==> config.mk <==
export PLATFORM = sky130hd
export DESIGN_NAME = syscnt_top
export DESIGN_NICKNAME = d
export VERILOG_FILES = /design/src/rtl/syscnt_pkg.sv /design/src/rtl/syscnt_timebase.sv /design/src/rtl/syscnt_compare.sv /design/src/rtl/syscnt_regbus.sv /design/src/rtl/syscnt_top.sv
export SDC_FILE = /design/constraint.sdc
export NUM_CORES = 1
export LEC_CHECK = 0
export BUFFER_PORTS_ARGS = -buffer_cell sky130_fd_sc_hd__buf_2
export CORE_MARGIN = 5
export CORE_UTILIZATION = 59
export CTS_BUF_LIST = sky130_fd_sc_hd__clkbuf_8
export DETAILED_ROUTE_END_ITERATION = 10
export GPL_TIMING_DRIVEN = 0
export PLACE_DENSITY = 0.79
export SYNTH_ARGS = -nofsm -noshare
export SYNTH_HDL_FRONTEND = slang
export SYNTH_SLANG_ARGS = --single-unit
==> constraint.sdc <==
create_clock -name clk -period 5.9 [get_ports clk]
set_input_delay 0.295 -clock clk [delete_from_list [all_inputs] [get_ports clk]]
set_output_delay 0.295 -clock clk [all_outputs]
set_load 0.01 [all_outputs]
==> src/rtl/syscnt_pkg.sv <==
package syscnt_pkg;
   localparam int unsigned BUS_W   = 32;
   localparam int unsigned CMP_W   = 64;

   // Software-visible byte offsets
   localparam int unsigned OFS_CNT_LO = 'h08;
   localparam int unsigned OFS_CNT_HI = 'h0C;
   localparam int unsigned OFS_CMP_LO = 'h20;
   localparam int unsigned OFS_CMP_HI = 'h24;
   localparam int unsigned OFS_CTRL   = 'h2C;

   // Control word bit positions
   localparam int unsigned CTL_EN   = 0;
   localparam int unsigned CTL_MASK = 1;
   localparam int unsigned CTL_STAT = 2;

   typedef enum logic [2:0] {
      SEL_NONE,
      SEL_CNT_LO,
      SEL_CNT_HI,
      SEL_CMP_LO,
      SEL_CMP_HI,
      SEL_CTRL
   } reg_sel_e;
endpackage

==> src/rtl/syscnt_timebase.sv <==
module syscnt_timebase #(
   parameter int unsigned CNT_W = 56
) (
   input  logic             clk,
   input  logic             rst_n,
   input  logic             tick,
   output logic [CNT_W-1:0] cnt
);
   generate
      if (CNT_W < 33 || CNT_W > 64) begin : g_bad_width
         $error("syscnt_timebase: CNT_W must lie in 33..64");
      end
   endgenerate

   always_ff @(posedge clk or negedge rst_n) begin
      if (!rst_n)
         cnt <= '0;
      else if (tick)
         cnt <= cnt + CNT_W'(1);
   end
endmodule

==> src/rtl/syscnt_compare.sv <==
module syscnt_compare
   import syscnt_pkg::*;
#(
   parameter int unsigned CNT_W = 56
) (
   input  logic             clk,
   input  logic             rst_n,
   input  logic [CNT_W-1:0] cnt,
   input  logic             wr_lo,
   input  logic             wr_hi,
   input  logic             wr_ctl,
   input  logic [BUS_W-1:0] wdata,
   output logic [CMP_W-1:0] cmp,
   output logic             en,
   output logic             mask,
   output logic             status
);
   localparam int unsigned HALF = CMP_W / 2;

   logic [CMP_W-1:0] cnt_ext;
   logic             hit;

   assign cnt_ext = CMP_W'(cnt);
   assign hit     = (cnt_ext >= cmp);

   always_ff @(posedge clk or negedge rst_n) begin
      if (!rst_n) begin
         cmp <= '0;
      end else begin
         if (wr_lo) cmp[HALF-1:0]     <= wdata;
         if (wr_hi) cmp[CMP_W-1:HALF] <= wdata;
      end
   end

   always_ff @(posedge clk or negedge rst_n) begin
      if (!rst_n) begin
         en   <= 1'b0;
         mask <= 1'b0;
      end else if (wr_ctl) begin
         en   <= wdata[CTL_EN];
         mask <= wdata[CTL_MASK];
      end
   end

   // Sticky flag; a low enable holds it cleared
   always_ff @(posedge clk or negedge rst_n) begin
      if (!rst_n)
         status <= 1'b0;
      else if (!en)
         status <= 1'b0;
      else if (hit)
         status <= 1'b1;
   end
endmodule

==> src/rtl/syscnt_regbus.sv <==
module syscnt_regbus
   import syscnt_pkg::*;
#(
   parameter int unsigned CNT_W  = 56,
   parameter int unsigned ADDR_W = 8
) (
   input  logic              clk,
   input  logic              rst_n,
   input  logic              bus_wr,
   input  logic              bus_rd,
   input  logic [ADDR_W-1:0] bus_addr,
   input  logic [CNT_W-1:0]  cnt,
   input  logic [CMP_W-1:0]  cmp,
   input  logic              en,
   input  logic              mask,
   input  logic              status,
   output logic              wr_lo,
   output logic              wr_hi,
   output logic              wr_ctl,
   output logic [BUS_W-1:0]  rdata
);
   localparam int unsigned HALF  = CMP_W / 2;
   localparam int unsigned UPPER = CNT_W - BUS_W;

   generate
      if (ADDR_W < 6) begin : g_bad_addr
         $error("syscnt_regbus: ADDR_W must reach offset 0x2C");
      end
   endgenerate

   reg_sel_e         sel;
   logic [BUS_W-1:0] cnt_hi_word;
   logic [BUS_W-1:0] ctl_word;
   logic [BUS_W-1:0] rmux;

   always_comb begin
      if      (bus_addr == ADDR_W'(OFS_CNT_LO)) sel = SEL_CNT_LO;
      else if (bus_addr == ADDR_W'(OFS_CNT_HI)) sel = SEL_CNT_HI;
      else if (bus_addr == ADDR_W'(OFS_CMP_LO)) sel = SEL_CMP_LO;
      else if (bus_addr == ADDR_W'(OFS_CMP_HI)) sel = SEL_CMP_HI;
      else if (bus_addr == ADDR_W'(OFS_CTRL))   sel = SEL_CTRL;
      else                                      sel = SEL_NONE;
   end

   generate
      if (UPPER == BUS_W) begin : g_full_hi
         assign cnt_hi_word = cnt[CNT_W-1:BUS_W];
      end else begin : g_ext_hi
         assign cnt_hi_word = {{(BUS_W-UPPER){1'b0}}, cnt[CNT_W-1:BUS_W]};
      end
   endgenerate

   always_comb begin
      ctl_word           = '0;
      ctl_word[CTL_EN]   = en;
      ctl_word[CTL_MASK] = mask;
      ctl_word[CTL_STAT] = status;
   end

   assign wr_lo  = bus_wr && (sel == SEL_CMP_LO);
   assign wr_hi  = bus_wr && (sel == SEL_CMP_HI);
   assign wr_ctl = bus_wr && (sel == SEL_CTRL);

   always_comb begin
      unique case (sel)
         SEL_CNT_LO: rmux = cnt[BUS_W-1:0];
         SEL_CNT_HI: rmux = cnt_hi_word;
         SEL_CMP_LO: rmux = cmp[HALF-1:0];
         SEL_CMP_HI: rmux = cmp[CMP_W-1:HALF];
         SEL_CTRL:   rmux = ctl_word;
         default:    rmux = '0;
      endcase
   end

   always_ff @(posedge clk or negedge rst_n) begin
      if (!rst_n)
         rdata <= '0;
      else if (bus_rd)
         rdata <= rmux;
   end
endmodule

==> src/rtl/syscnt_top.sv <==
module syscnt_top
   import syscnt_pkg::*;
#(
   parameter int unsigned CNT_W  = 56,
   parameter int unsigned ADDR_W = 8
) (
   input  logic              clk,
   input  logic              rst_n,
   input  logic              tick,
   input  logic              bus_wr,
   input  logic              bus_rd,
   input  logic [ADDR_W-1:0] bus_addr,
   input  logic [31:0]       bus_wdata,
   output logic [31:0]       bus_rdata,
   output logic              irq
);
   logic [CNT_W-1:0] cnt_q;
   logic [CMP_W-1:0] cmp_q;
   logic             ctl_en;
   logic             ctl_mask;
   logic             cmp_stat;
   logic             wr_lo;
   logic             wr_hi;
   logic             wr_ctl;

   syscnt_timebase #(.CNT_W(CNT_W)) u_tb (
      .clk   (clk),
      .rst_n (rst_n),
      .tick  (tick),
      .cnt   (cnt_q)
   );

   syscnt_compare #(.CNT_W(CNT_W)) u_cmp (
      .clk    (clk),
      .rst_n  (rst_n),
      .cnt    (cnt_q),
      .wr_lo  (wr_lo),
      .wr_hi  (wr_hi),
      .wr_ctl (wr_ctl),
      .wdata  (bus_wdata),
      .cmp    (cmp_q),
      .en     (ctl_en),
      .mask   (ctl_mask),
      .status (cmp_stat)
   );

   syscnt_regbus #(.CNT_W(CNT_W), .ADDR_W(ADDR_W)) u_bus (
      .clk      (clk),
      .rst_n    (rst_n),
      .bus_wr   (bus_wr),
      .bus_rd   (bus_rd),
      .bus_addr (bus_addr),
      .cnt      (cnt_q),
      .cmp      (cmp_q),
      .en       (ctl_en),
      .mask     (ctl_mask),
      .status   (cmp_stat),
      .wr_lo    (wr_lo),
      .wr_hi    (wr_hi),
      .wr_ctl   (wr_ctl),
      .rdata    (bus_rdata)
   );

   assign irq = cmp_stat & ctl_en & ~ctl_mask;
endmodule

# After elaboration in Yosys (flattened, before gate mapping)
# Index checks and enable logic that the tools add are counted.
dict set report totals {
  register_bits 155
  inputBits 45
  output_inout_bits 33
  elab_cells 34
}
dict set report classes {
  add_sub_neg 1
  n_lt_le_gt_ge 1
  n_eq_ne 11
  mux 8
  n_bitwise 3
  n_reduce_logical 3
}
# operator count
set op_table {}
lappend op_table {{32-bit one-hot mux with 5 select lines} 1}
lappend op_table {{56-bit by 64-bit greater-or-equal comparator with 1-bit output} 1}
lappend op_table {{56-bit by 1-bit adder with 56-bit output, second input constant} 1}
lappend op_table {{8-bit by 6-bit == test with 1-bit output, second input constant} 3}
lappend op_table {{8-bit by 4-bit == test with 1-bit output, second input constant} 2}
lappend op_table {{3-bit two-way mux} 5}
lappend op_table {{3-bit by 2-bit == test with 1-bit output, second input constant} 2}
lappend op_table {{3-bit == test, second input constant} 2}
lappend op_table {{3-bit by 1-bit == test with 1-bit output, second input constant} 1}
lappend op_table {{1-bit logical AND} 3}
lappend op_table {{1-bit bitwise AND} 2}
lappend op_table {{1-bit two-way mux} 2}
lappend op_table {{2-bit inequality test, second input constant} 1}
lappend op_table {{1-bit NOT} 1}

# Depth between registers and ports, before layout
dict set report logic_depth {
  word_depth 8
  mapped_depth 8
  depth_no_buf 8
}

# Cells and area by module
# A second synthesis with hierarchy kept.
dict set report hier_totals {
  hier_cells 872
  area_unflattened_um2 8640.8
}
# module n_inst cells_each area_each_um2 seq_area_each_um2
set modules_own_cells {}
lappend modules_own_cells {syscnt_compare 1 403 3753.6 1676.6}
lappend modules_own_cells {syscnt_timebase 1 229 2526.2 1401.3}
lappend modules_own_cells {syscnt_regbus 1 239 2352.3 800.8}
lappend modules_own_cells {syscnt_top 1 1 8.8 0.0}

# Worst setup path before layout
# OpenSTA, ideal clock, no wires.
dict set report synth_path {
  kind {reg2reg}
  from {reg u_tb.cnt[0]}
  to {reg u_cmp.status}
  setup_time_ns 0.124
  arrival_ns 2.106
  required_ns 5.776
  setup_slack_ns 3.670
  path_stages_with_launch 9
  n_path_buf 0
  period_less_slack_ns 2.230
  cell_sequence {dfrtp_1 inv_1 ha_1 nand2b_1 a2111oi_0 nor4_1 a311o_1 a211o_1 a211o_1}
}
dict set report synth_via {
  elab_chain_cells 2
}
# element line
set synth_rtl {}
lappend synth_rtl {{start, declared} syscnt_timebase.sv:7} ;# output logic [CNT_W-1:0] cnt
lappend synth_rtl {{start signal, assigned} syscnt_timebase.sv:19} ;# cnt <= cnt + CNT_W'(1);
lappend synth_rtl {{56-bit by 64-bit greater-or-equal comparator with 1-bit output} syscnt_compare.sv:24} ;# assign hit = (cnt_ext >= cmp);
lappend synth_rtl {{2-bit inequality test (no line)} -}
lappend synth_rtl {{end signal, assigned} syscnt_compare.sv:48} ;# status <= 1'b0;
lappend synth_rtl {{end signal, assigned} syscnt_compare.sv:50} ;# status <= 1'b0;
lappend synth_rtl {{end signal, assigned} syscnt_compare.sv:52} ;# status <= 1'b1;
lappend synth_rtl {{end, declared} syscnt_compare.sv:16} ;# output logic status
# No other way between the ends.
# A chain may end at the register's enable or synchronous reset.

# Final worst setup path
dict set report layout_path {
  from {reg u_tb.cnt[0]}
  to {reg u_tb.cnt[42]}
}
dict set report layout_via {
  elab_chain_cells 1
}
# element line
set layout_rtl {}
lappend layout_rtl {{56-bit by 1-bit adder with 56-bit output} syscnt_timebase.sv:19}
# No other way between the ends.

==> results.md <==
- CTS Hold Bufs: 1
- Fillers: 1,010
- Worst Clk Skew: 0.0118 ns
- Met2 Use GR: 44.5%
- Setup CP Type: reg2reg
- Pwr Total: 2320 uW
- Final worst slack: 3.21 ns
- Max IR drop VDD: 0.170 mV
- Slew HR: 44.3%
- CTS H-tree depth: 4
- Drt drc: 0
- Vias in the first global route: 6,733
- ANT nets after route: 0
- Unrepaired setup endpoints after global routing: no
- CP Buf/Inv Count: 1
- Post-CTS setup buffer count: 0
- Wirelength per Cell: 19.8 um
- Die height: 128 um
- Placement Cell Area: 8820 um^2
- Outcome: finished, final reports clean
- Overall routed net length: 20,700 um
- CP Capture Type: register
- Actual slew at the worst max-slew pin: 0.835 ns
- Post-synth EDFFs: 0
- Starting Density: 59.6%
- Fin. Hold Viols: 0
- Post-synthesis sequential area ratio: 47.4%
- Synthesized net count: 855
- Syn avg cell area: 10.9 um^2
- Prevailing post-synth register cell: dfrtp_1
- Initial antenna violation count: 0
- Ports: 78
- Worst path slowest cell: nor3_2
- Layout cells sized above 1: 21.3%
- DP Worst Slack: 3.19 ns
- CP Cell Sequence: ha_1 > and3_1 > nand4_1 > nor3_2 > and2_1 > buf_2 > nand4_1 > xnor2_1
- Max Cap Viol: 0
- Clock transition at the registers of the reported paths: 0.08 ns
- Final Cell Area: 9290 um^2
- Tmin final: 2.69 ns
- Drt first pass iters: 6
- Area of the multi-input gates: 3830 um^2
- Arr. time, crit path: 3.03 ns
- Fin util: 67.7%
- DR iter-0 viols: 701
- Most Frequent Cell on Critical Path: nand4_1
- # diodes: 0
- Die Area: 16,300 um^2
- Leak: 0.00450 uW
- Type of origin of the critical path: register
- Met1 usage: 34.1%
- Reg area: 3880 um^2
- Post-route setup TNS: 0 ns
- IO buf count: 77
- Worst path top cell family by delay: simple AND/OR/NAND/NOR gates
- F_max: 0.372 GHz
- Crit path required time: 6.24 ns
- Total Nets Final: 953
- PD cells: 250 nW/um^2
- CTS tree: built
- Mapped Area: 8180 um^2
- First-pass GRT wire length: 34,300 um
- Synth warnings: 0
- Commonest non-fill, non-tap cell in the layout: dfrtp_1
- Skew-Pair Late Insertion Delay: 0.46 ns
- Setup-failing EPs final: 0
- Max Slew Vio Count: 0
- GRT Total Usage: 26.7%
- Top Usage Layer GRT: met2
- Bufs on Longest Clock Path: 2
- Grt total ovfl: 0
- Mapped Cells: 753
- Yosys reg bits: 155
- Core Rows: 43
- GPL Wtd Cong: 0.911
- Period utilization: 45.6%
- Critical Path Max Stage Delay: 0.61 ns
- Hpwl dp: 14,900 um
- Asr flop ratio synth: 100%
- Global Route met3 Usage: 5.46%
- CP max FO: 10
- Clock Tree Root: clkbuf_8
- Via count: 6,380
- Via density: 6.11
- Core area: 13,700 um^2
- HP Class: in2reg
- Commonest cells after routing, fill and taps aside: dfrtp_1 (155), inv_1 (100), buf_2 (78), mux2_2 (67), ha_1 (57)
- Post-cts resize count: 0
- Clock buffer count from CTS: 17
- Clock Sinks: 155
- Die Width: 128 um
- Largest net degree at the start of global routing: 93
- Area Overhead vs Synth: 13.6%
- Synth unique cells: 46
==> per-stage QoR <==
step / hold WS [ns] / instances
after floorplan: -0.000591 / 753
after global placement: 0.495 / 1010
after detailed placement: 0.318 / 1011
after CTS: 0.0596 / 1044
after global routing: 0.0562 / 1044
final: 0.0772 / 1044
==> sequential cells by signal (all words and copies together), names as in the netlist <==
signal	flops
u_cmp.status	1
u_cmp.cmp	64
u_tb.cnt	56
u_cmp.en	1
u_cmp.mask	1
u_bus.rdata	32
==> logic make-up (layout without fill, tap and decap cells) <==
family	Yosys count	after routing	share of synthesized area [%]
AO/OA/AOI/OAI	140	140	12.6
XOR/XNOR	55	55	5.89
adder cells (fa/ha/maj)	57	57	8.72
buffers and inverters	123	234	5.68
flip-flops	155	155	47.4
multiplexers	67	67	9.23
AND/OR/NAND/NOR	156	156	10.4
==> Yosys cell counts, types with 3 or more instances <==
library cell  number  area, um^2
a222oi_1          21         210
buf_1              7        26.3
a22o_1            11        96.3
nor4_1             4        25.0
and2_1             3        18.8
clkbuf_1          19        71.3
nor2_1            28         105
xor2_1            21         184
o211ai_1           3        22.5
a221oi_1          12         105
a21o_1            14         105
a21oi_1           20         100
dfrtp_1          155        3880
nor3_1            11        55.1
mux2_2            67         754
a22oi_1            4        30.0
and3_1             9        56.3
o22ai_1           30         188
nand3_1           21         105
inv_1             95         357
xnor2_1           34         298
nand4_1           27         169
and4_1             3        26.3
ha_1              57         713
o21ai_0            8        40.0
a21boi_0          11        82.6
nand2_1           33         124
==> routing by layer <==
metal	vias up	wire length [um]	part of all wire [%]
li1	2904	-	-
met1	3190	8540	41
met2	240	10200	49
met3	46	1260	6.1
met4	0	659	3.2
met5	-	0	0
==> power by group <==
part	switching, uW	internal (uW)
registers	61.7	1110
clock network	380	529
logic	135	107
total	577	1740
==> area by class of cell <==
class,instances,area share (%)
Buffer,28,1.16
Clock buffer,20,2.96
Clock inverter,12,1.93
Inverter,95,3.84
Multi-Input combinational cell,475,41.3
Sequential cell,155,41.8
Tap cell,180,2.43
Timing Repair Buffer,79,4.62
==> final timing paths <==
| kind | slack (ns) | startpoint | to | cells past startpoint |
|---|---|---|---|---|
| setup / recovery | 3.21 | u_tb.cnt[0] | u_tb.cnt[42] | 8 |
| hold reg to reg | 0.51 | u_tb.cnt[55] | u_tb.cnt[55] | 1 |
| hold / removal | 0.08 | bus_wdata[23] | u_cmp.cmp[55] | 2 |
| setup reg to reg | 3.21 | u_tb.cnt[0] | u_tb.cnt[42] | 8 |
| min in group asynchronous | 0.39 | rst_n | u_bus.rdata[31] | 2 |
| max in group asynchronous | 4.65 | rst_n | u_tb.cnt[35] | 3 |
Power figures use the tool's default switching activity.
